## config.mk

```make
export PLATFORM = sky130hd
export DESIGN_NAME = dma_addr_engine
export DESIGN_NICKNAME = d
export VERILOG_FILES = /design/src/rtl/dma_eng_pkg.sv /design/src/rtl/dma_eng_ctrl.sv /design/src/rtl/dma_eng_dpath.sv /design/src/rtl/dma_addr_engine.sv
export SDC_FILE = /design/constraint.sdc
export NUM_CORES = 1
export LEC_CHECK = 0
export BUFFER_PORTS_ARGS = -buffer_cell sky130_fd_sc_hd__buf_2
export CAP_MARGIN = 20
export CORE_MARGIN = 1
export CORE_UTILIZATION = 53
export CTS_BUF_LIST = sky130_fd_sc_hd__clkbuf_8
export DETAILED_ROUTE_END_ITERATION = 6
export GPL_ROUTABILITY_DRIVEN = 1
export PLACE_DENSITY = 0.79
export SETUP_SLACK_MARGIN = 0.3
export SYNTH_ARGS = -nofsm -noshare
export SYNTH_HDL_FRONTEND = slang
export SYNTH_SLANG_ARGS = --single-unit
```

## constraint.sdc

```tcl
create_clock -name clk -period 12 [get_ports clk]
set_input_delay 0 -clock clk [delete_from_list [all_inputs] [get_ports clk]]
set_output_delay 0 -clock clk [all_outputs]
set_load 0.05 [all_outputs]
```

## src/rtl/dma_eng_pkg.sv

```systemverilog
package dma_eng_pkg;
  localparam int MODE_W = 8;

  typedef enum logic [1:0] {
    SVC_DEMAND  = 2'b00,
    SVC_SINGLE  = 2'b01,
    SVC_BLOCK   = 2'b10,
    SVC_CASCADE = 2'b11
  } svcMode_e;

  typedef enum logic [1:0] {
    XF_VERIFY = 2'b00,
    XF_WRITE  = 2'b01,
    XF_READ   = 2'b10,
    XF_NONE   = 2'b11
  } xferType_e;

  // strobes from control to datapath
  typedef struct packed {
    logic load;
    logic step;
    logic reload;
    logic countUp;
  } dpCmd_t;
endpackage

```

## src/rtl/dma_eng_ctrl.sv

```systemverilog
module dma_eng_ctrl
  import dma_eng_pkg::*;
#(
  parameter int NUM_CH = 4,
  parameter int CH_W   = $clog2(NUM_CH)
) (
  input  logic              clk,
  input  logic              rstN,
  input  logic              loadEn,
  input  logic [CH_W-1:0]   loadCh,
  input  logic [MODE_W-1:0] loadMode,
  input  logic [CH_W-1:0]   grantCh,
  input  logic              xferDone,
  input  logic              dreq,
  input  logic              cntZero,
  output dpCmd_t            cmd,
  output logic              memRd,
  output logic              memWr,
  output logic              eop,
  output logic              keepBus,
  output logic [NUM_CH-1:0] tcStatus,
  output logic [NUM_CH-1:0] maskOut
);
  logic [NUM_CH-1:0][MODE_W-1:0] modeReg;
  logic [NUM_CH-1:0] maskReg, tcReg, loadHit, termHitCh;
  logic [MODE_W-1:0] grantMode;
  svcMode_e  svc;
  xferType_e xType;
  logic loadHitsGrant, active, termHit, grantMasked;

  assign grantMode     = modeReg[grantCh];
  assign svc           = svcMode_e'(grantMode[7:6]);
  assign xType         = xferType_e'(grantMode[3:2]);
  assign grantMasked   = maskReg[grantCh];
  assign loadHitsGrant = loadEn && (loadCh == grantCh);
  assign active        = xferDone && !grantMasked && (svc != SVC_CASCADE) && !loadHitsGrant;
  assign termHit       = active && cntZero;

  always_comb begin
    cmd.load    = loadEn;
    cmd.step    = active;
    cmd.reload  = termHit && grantMode[4];
    cmd.countUp = grantMode[5];
  end

  for (genvar i = 0; i < NUM_CH; i++) begin : g_hit
    assign loadHit[i]   = loadEn && (loadCh == CH_W'(i));
    assign termHitCh[i] = termHit && (grantCh == CH_W'(i));
  end

  always_ff @(posedge clk) begin
    for (int i = 0; i < NUM_CH; i++) begin
      if (!rstN) begin
        modeReg[i] <= '0;
        maskReg[i] <= 1'b1;
        tcReg[i]   <= 1'b0;
      end else if (loadHit[i]) begin
        modeReg[i] <= loadMode;
        maskReg[i] <= 1'b0;
        tcReg[i]   <= 1'b0;
      end else if (termHitCh[i]) begin
        tcReg[i] <= 1'b1;
        if (!grantMode[4]) maskReg[i] <= 1'b1;
      end
    end
  end

  always_comb begin
    unique case (svc)
      SVC_DEMAND: keepBus = dreq && !cntZero && !grantMasked;
      SVC_BLOCK:  keepBus = !cntZero && !grantMasked;
      default:    keepBus = 1'b0;
    endcase
  end

  assign memWr    = (svc != SVC_CASCADE) && (xType == XF_WRITE);
  assign memRd    = (svc != SVC_CASCADE) && (xType == XF_READ);
  assign eop      = termHit;
  assign tcStatus = tcReg;
  assign maskOut  = maskReg;
endmodule

```

## src/rtl/dma_eng_dpath.sv

```systemverilog
module dma_eng_dpath
  import dma_eng_pkg::*;
#(
  parameter int NUM_CH = 4,
  parameter int OFS_W  = 16,
  parameter int PAGE_W = 4,
  parameter int CH_W   = $clog2(NUM_CH),
  parameter int ADDR_W = PAGE_W + OFS_W
) (
  input  logic              clk,
  input  logic              rstN,
  input  dpCmd_t            cmd,
  input  logic [CH_W-1:0]   loadCh,
  input  logic [PAGE_W-1:0] loadPage,
  input  logic [OFS_W-1:0]  loadAddr,
  input  logic [OFS_W-1:0]  loadCount,
  input  logic [CH_W-1:0]   grantCh,
  output logic [ADDR_W-1:0] memAddr,
  output logic              cntZero
);
  logic [NUM_CH-1:0][OFS_W-1:0]  baseAddr, baseCnt, curAddr, curCnt;
  logic [NUM_CH-1:0][PAGE_W-1:0] pageReg;
  logic [NUM_CH-1:0] loadHit, stepHit;

  for (genvar i = 0; i < NUM_CH; i++) begin : g_sel
    assign loadHit[i] = cmd.load && (loadCh == CH_W'(i));
    assign stepHit[i] = cmd.step && (grantCh == CH_W'(i));
  end

  always_ff @(posedge clk) begin
    for (int i = 0; i < NUM_CH; i++) begin
      if (!rstN) begin
        baseAddr[i] <= '0;
        baseCnt[i]  <= '0;
        curAddr[i]  <= '0;
        curCnt[i]   <= '0;
        pageReg[i]  <= '0;
      end else if (loadHit[i]) begin
        baseAddr[i] <= loadAddr;
        baseCnt[i]  <= loadCount;
        curAddr[i]  <= loadAddr;
        curCnt[i]   <= loadCount;
        pageReg[i]  <= loadPage;
      end else if (stepHit[i]) begin
        if (cmd.reload) begin
          curAddr[i] <= baseAddr[i];
          curCnt[i]  <= baseCnt[i];
        end else begin
          // offset wraps inside its page: no carry reaches pageReg
          curAddr[i] <= cmd.countUp ? curAddr[i] + 1'b1 : curAddr[i] - 1'b1;
          curCnt[i]  <= curCnt[i] - 1'b1;
        end
      end
    end
  end

  assign memAddr = {pageReg[grantCh], curAddr[grantCh]};
  assign cntZero = (curCnt[grantCh] == '0);
endmodule

```

## src/rtl/dma_addr_engine.sv

```systemverilog
module dma_addr_engine
  import dma_eng_pkg::*;
#(
  parameter int NUM_CH = 4,
  parameter int OFS_W  = 16,
  parameter int PAGE_W = 4,
  parameter int CH_W   = $clog2(NUM_CH),
  parameter int ADDR_W = PAGE_W + OFS_W
) (
  input  logic              clk,
  input  logic              rstN,
  input  logic              loadEn,
  input  logic [CH_W-1:0]   loadCh,
  input  logic [7:0]        loadMode,
  input  logic [PAGE_W-1:0] loadPage,
  input  logic [OFS_W-1:0]  loadAddr,
  input  logic [OFS_W-1:0]  loadCount,
  input  logic [CH_W-1:0]   grantCh,
  input  logic              xferDone,
  input  logic              dreq,
  output logic [ADDR_W-1:0] memAddr,
  output logic              memRd,
  output logic              memWr,
  output logic              eop,
  output logic              keepBus,
  output logic [NUM_CH-1:0] tcStatus,
  output logic [NUM_CH-1:0] maskOut
);
  dpCmd_t cmd;
  logic   cntZero;

  dma_eng_ctrl #(.NUM_CH(NUM_CH), .CH_W(CH_W)) i_ctrl (
    .clk(clk), .rstN(rstN), .loadEn(loadEn), .loadCh(loadCh), .loadMode(loadMode),
    .grantCh(grantCh), .xferDone(xferDone), .dreq(dreq), .cntZero(cntZero),
    .cmd(cmd), .memRd(memRd), .memWr(memWr), .eop(eop), .keepBus(keepBus),
    .tcStatus(tcStatus), .maskOut(maskOut)
  );

  dma_eng_dpath #(.NUM_CH(NUM_CH), .OFS_W(OFS_W), .PAGE_W(PAGE_W), .CH_W(CH_W),
                  .ADDR_W(ADDR_W)) i_dpath (
    .clk(clk), .rstN(rstN), .cmd(cmd), .loadCh(loadCh), .loadPage(loadPage),
    .loadAddr(loadAddr), .loadCount(loadCount), .grantCh(grantCh),
    .memAddr(memAddr), .cntZero(cntZero)
  );
endmodule

```

==> flow_summary_export.csv <==
group,metric,value,unit
status,status,"complete, but fails checks",
status,violations,"design-rule violations",
clock_network,clk_path_buf_depth,3,
grt,antenna_found_initial,0,
clock_network,clk_pin_slew,0.07,ns
synthesis,synth-seq-area-share,36.3,%
worst_setup_path,crit_fanout,64,
synthesis,synth_flop_cell,"dfxtp_1",
grt,grt-ovfl-total,0,
run,maxCapViolations,0,
synthesis,synth_top_cell_by_area,"dfxtp_1",
synthesis,syn_nets,2246,
layout,utilization,61.1,%
power_and_ir_drop,power.switching,786,uW
grt,grt_max_degree,156,
routing,wirelength,51000,um
worst_setup_path,reg2reg_depth,12,
sta,final_period_minus_worst_setup_slack,4.46,ns
routing,viasPerCell,6.31,
power_and_ir_drop,power.internal,1790,uW
floorplan,core_area,30800,um^2
routing,num_vias,16567,
sta,period_share,37.2,%
power_and_ir_drop,p_seq_share,42.0,%
placement,dp_slack,7.15,ns
synthesis,synthTopCellsByArea,"dfxtp_1 36%, nand2_1 12%, a21oi_1 7.7%",
sta,setup_viol,0,
placement,hpwlAfterDp,31700,um
hold_path,hold_depth,5,
floorplan,die_w,180,um
routing,wl_met3,5310,um
synthesis,synth-edff-count,0,
floorplan,initial_core_util,54.3,%
layout,n_antenna_cell,0,
power_and_ir_drop,pwr_density_cell,137,nW/um^2
clock_network,cts_root_buf,"clkbuf_8",
sta,finalHoldViolCount,0,
layout,nNetsFinal,2317,
grt,grt_pass1_wl,81800,um
routing,firstDrtPassIters,7,
power_and_ir_drop,p_sw_share,30.5,%
layout,area_delta_synth_final,12.5,%
routing,highest_layer,"met4",
synthesis,syn_area,16700,um^2
grt,grt_pass1_vias,16242,
clock_network,h-tree-depth,2,
hold_path,holdCritPathClass,"input pin to register",
clock_network,cts_resized,0,
sta,timing.fmax,224,MHz
sta,tightest_slew,1.11,ns
hold_path,min_from,"loadCh[1]",
routing,drtAntennaViolNets,0,
routing,met1_length,20000,um
placement,routabilityCongestion,0.947,
worst_setup_path,worstPathArrival,4.95,ns
clock_network,numClockSinks,304,
routing,wl_per_cell,19.4,um
floorplan,fp.dieArea,32300,um^2
worst_setup_path,reg2reg_from,"i_ctrl.modeReg[29]",
power_and_ir_drop,p_leak,0.00730,uW
clock_network,insertion_delay,0.61,ns
synthesis,yosys.cell_count.top_type,"nand2_1",
worst_setup_path,endpoint_kind,"register",
clock_network,cts_made_buffers,51,
synthesis,ys_types,81,
sta,rsz0062_at_grt,"false",
synthesis,synth_common_cells,"544 x nand2_1, 304 x dfxtp_1, 256 x a21oi_1",
sta,relSlewSlack,25.6,%
synthesis,syn_area_per_cell,7.90,um^2
power_and_ir_drop,pwr-share-comb,20.5,%
routing,drcViolationCount,2,
sta,fin_tns_setup,0,ns
worst_setup_path,path_class,"register to register",
sta,setup_ws,7.54,ns
synthesis,synth_warnings,0,
synthesis,ys_ff_latch,304,
synthesis,yosys.area.top_type_share,36.3,%
floorplan,die_y,180,um
routing,wl_met2,23500,um
routing,first_iter_violations,1569,
synthesis,ys_async_sr_fraction,0,%
sta,clock_skew,0.0361,ns
worst_setup_path,required,12.49,ns
sta,slew_viol_final,0,
floorplan,io-pin-count,85,
clock_network,cts_tree,"yes",
grt,grt_usage,31.0,%
worst_setup_path,start_kind,"register",
layout,layout-drive-gt1-share,12.5,%
power_and_ir_drop,clkPwrFrac,37.4,%
worst_setup_path,crit_start,"i_ctrl.modeReg[29]",
floorplan,core.rowCount,64,
power_and_ir_drop,peakVddDrop,0.0917,mV
placement,port_buffers,82,
synthesis,synthCells,2121,
state kept, by name, indices dropped and copies added (netlist names):
| register | flops |
|---|---|
| i_ctrl.maskOut | 4 |
| i_ctrl.modeReg | 24 |
| i_ctrl.tcStatus | 4 |
| i_dpath.baseAddr | 64 |
| i_dpath.baseCnt | 64 |
| i_dpath.curAddr | 64 |
| i_dpath.curCnt | 64 |
| i_dpath.pageReg | 16 |
final timing paths:
check	to	slack [ns]
max	i_dpath.curAddr[14]	7.54
min	i_dpath.curCnt[31]	0.08
max reg2reg	i_dpath.curAddr[14]	7.54
min reg2reg	i_dpath.baseAddr[60]	0.45
timing repair:
item / 4_1_cts / 5_1_grt
endpoints found under the hold margin: 298 / 0
hold buffers: 43 / 0
setup endpoints to repair: 0 / 0
setup buffers: 0 / 0
cells in the final DEF (no fill, tap or decap), types with 35 or more instances in the layout:
cell type | synthesis | final
a21oi_1 | 256 | 255
ha_1 | 68 | 68
inv_1 | 30 | 45
nand2_1 | 544 | 544
xnor2_1 | 51 | 51
nor2_1 | 106 | 99
dlygate4sd3_1 | 0 | 43
buf_2 | 12 | 82
a31oi_1 | 77 | 77
nor3_1 | 46 | 45
dfxtp_1 | 304 | 304
o21ai_0 | 57 | 57
o211ai_1 | 36 | 36
clkbuf_8 | 0 | 63
nand3_1 | 36 | 35
logic make-up after synthesis:
group | share of synthesized area [%]
AOI/OAI and AO/OA | 23.1
buffers and inverters | 4.06
xor gates and xnor gates | 3.50
muxes | 6.09
DFF | 36.3
adders and majority gates | 5.56
and+or+nand+nor | 21.3
area by class of cell:
cell class | instances | area [um^2]
Fill cell | 2590 | 12000
Multi-Input combinational cell | 1653 | 10000
Sequential cell | 304 | 6090
Timing Repair Buffer | 151 | 1060
Clock buffer | 63 | 867
Tap cell | 396 | 495
Clock inverter | 29 | 191
Inverter | 31 | 124
per-layer routing:
metal / vias to the layer above / GRT usage (%)
met5: - / 0
met2: 812 / 50.9
met1: 7827 / 38.3
met3: 178 / 6.56
li1: 7750 / -
met4: 0 / 16.2
worst max-delay path, cell delays in order (launching register included):
cell	delay, ns
dfxtp_1	0.31
mux4_2	0.72
inv_2	0.10
buf_4	0.63
ha_1	0.42
o211ai_1	0.21
a21oi_1	0.09
o41ai_1	0.72
o21ai_0	0.25
a221oi_1	0.43
xnor2_1	0.11
a221oi_1	0.24
nor2_1	0.08
through the flow:
stage	hold slack [ns]	instance area, um^2	power (uW)	std cells
floorplan	0.136	16700	1490	2121
global placement	0.273	17300	1590	2491
detailed placement	0.280	17300	1600	2491
CTS	0.0734	18800	2570	2626
global route	0.112	18800	2680	2627
finish	0.0847	18800	2580	2627
power by group through the flow:
stage	combinational, uW	sequential [uW]	clock, uW
6_report	529	1080	963
5_1_grt	579	1090	1010
4_1_cts	517	1080	971
3_5_place_dp	502	1100	0
3_3_place_gp	487	1100	0
2_1_floorplan	390	1090	0
No activity file was read; power rests on OpenSTA's default activity.
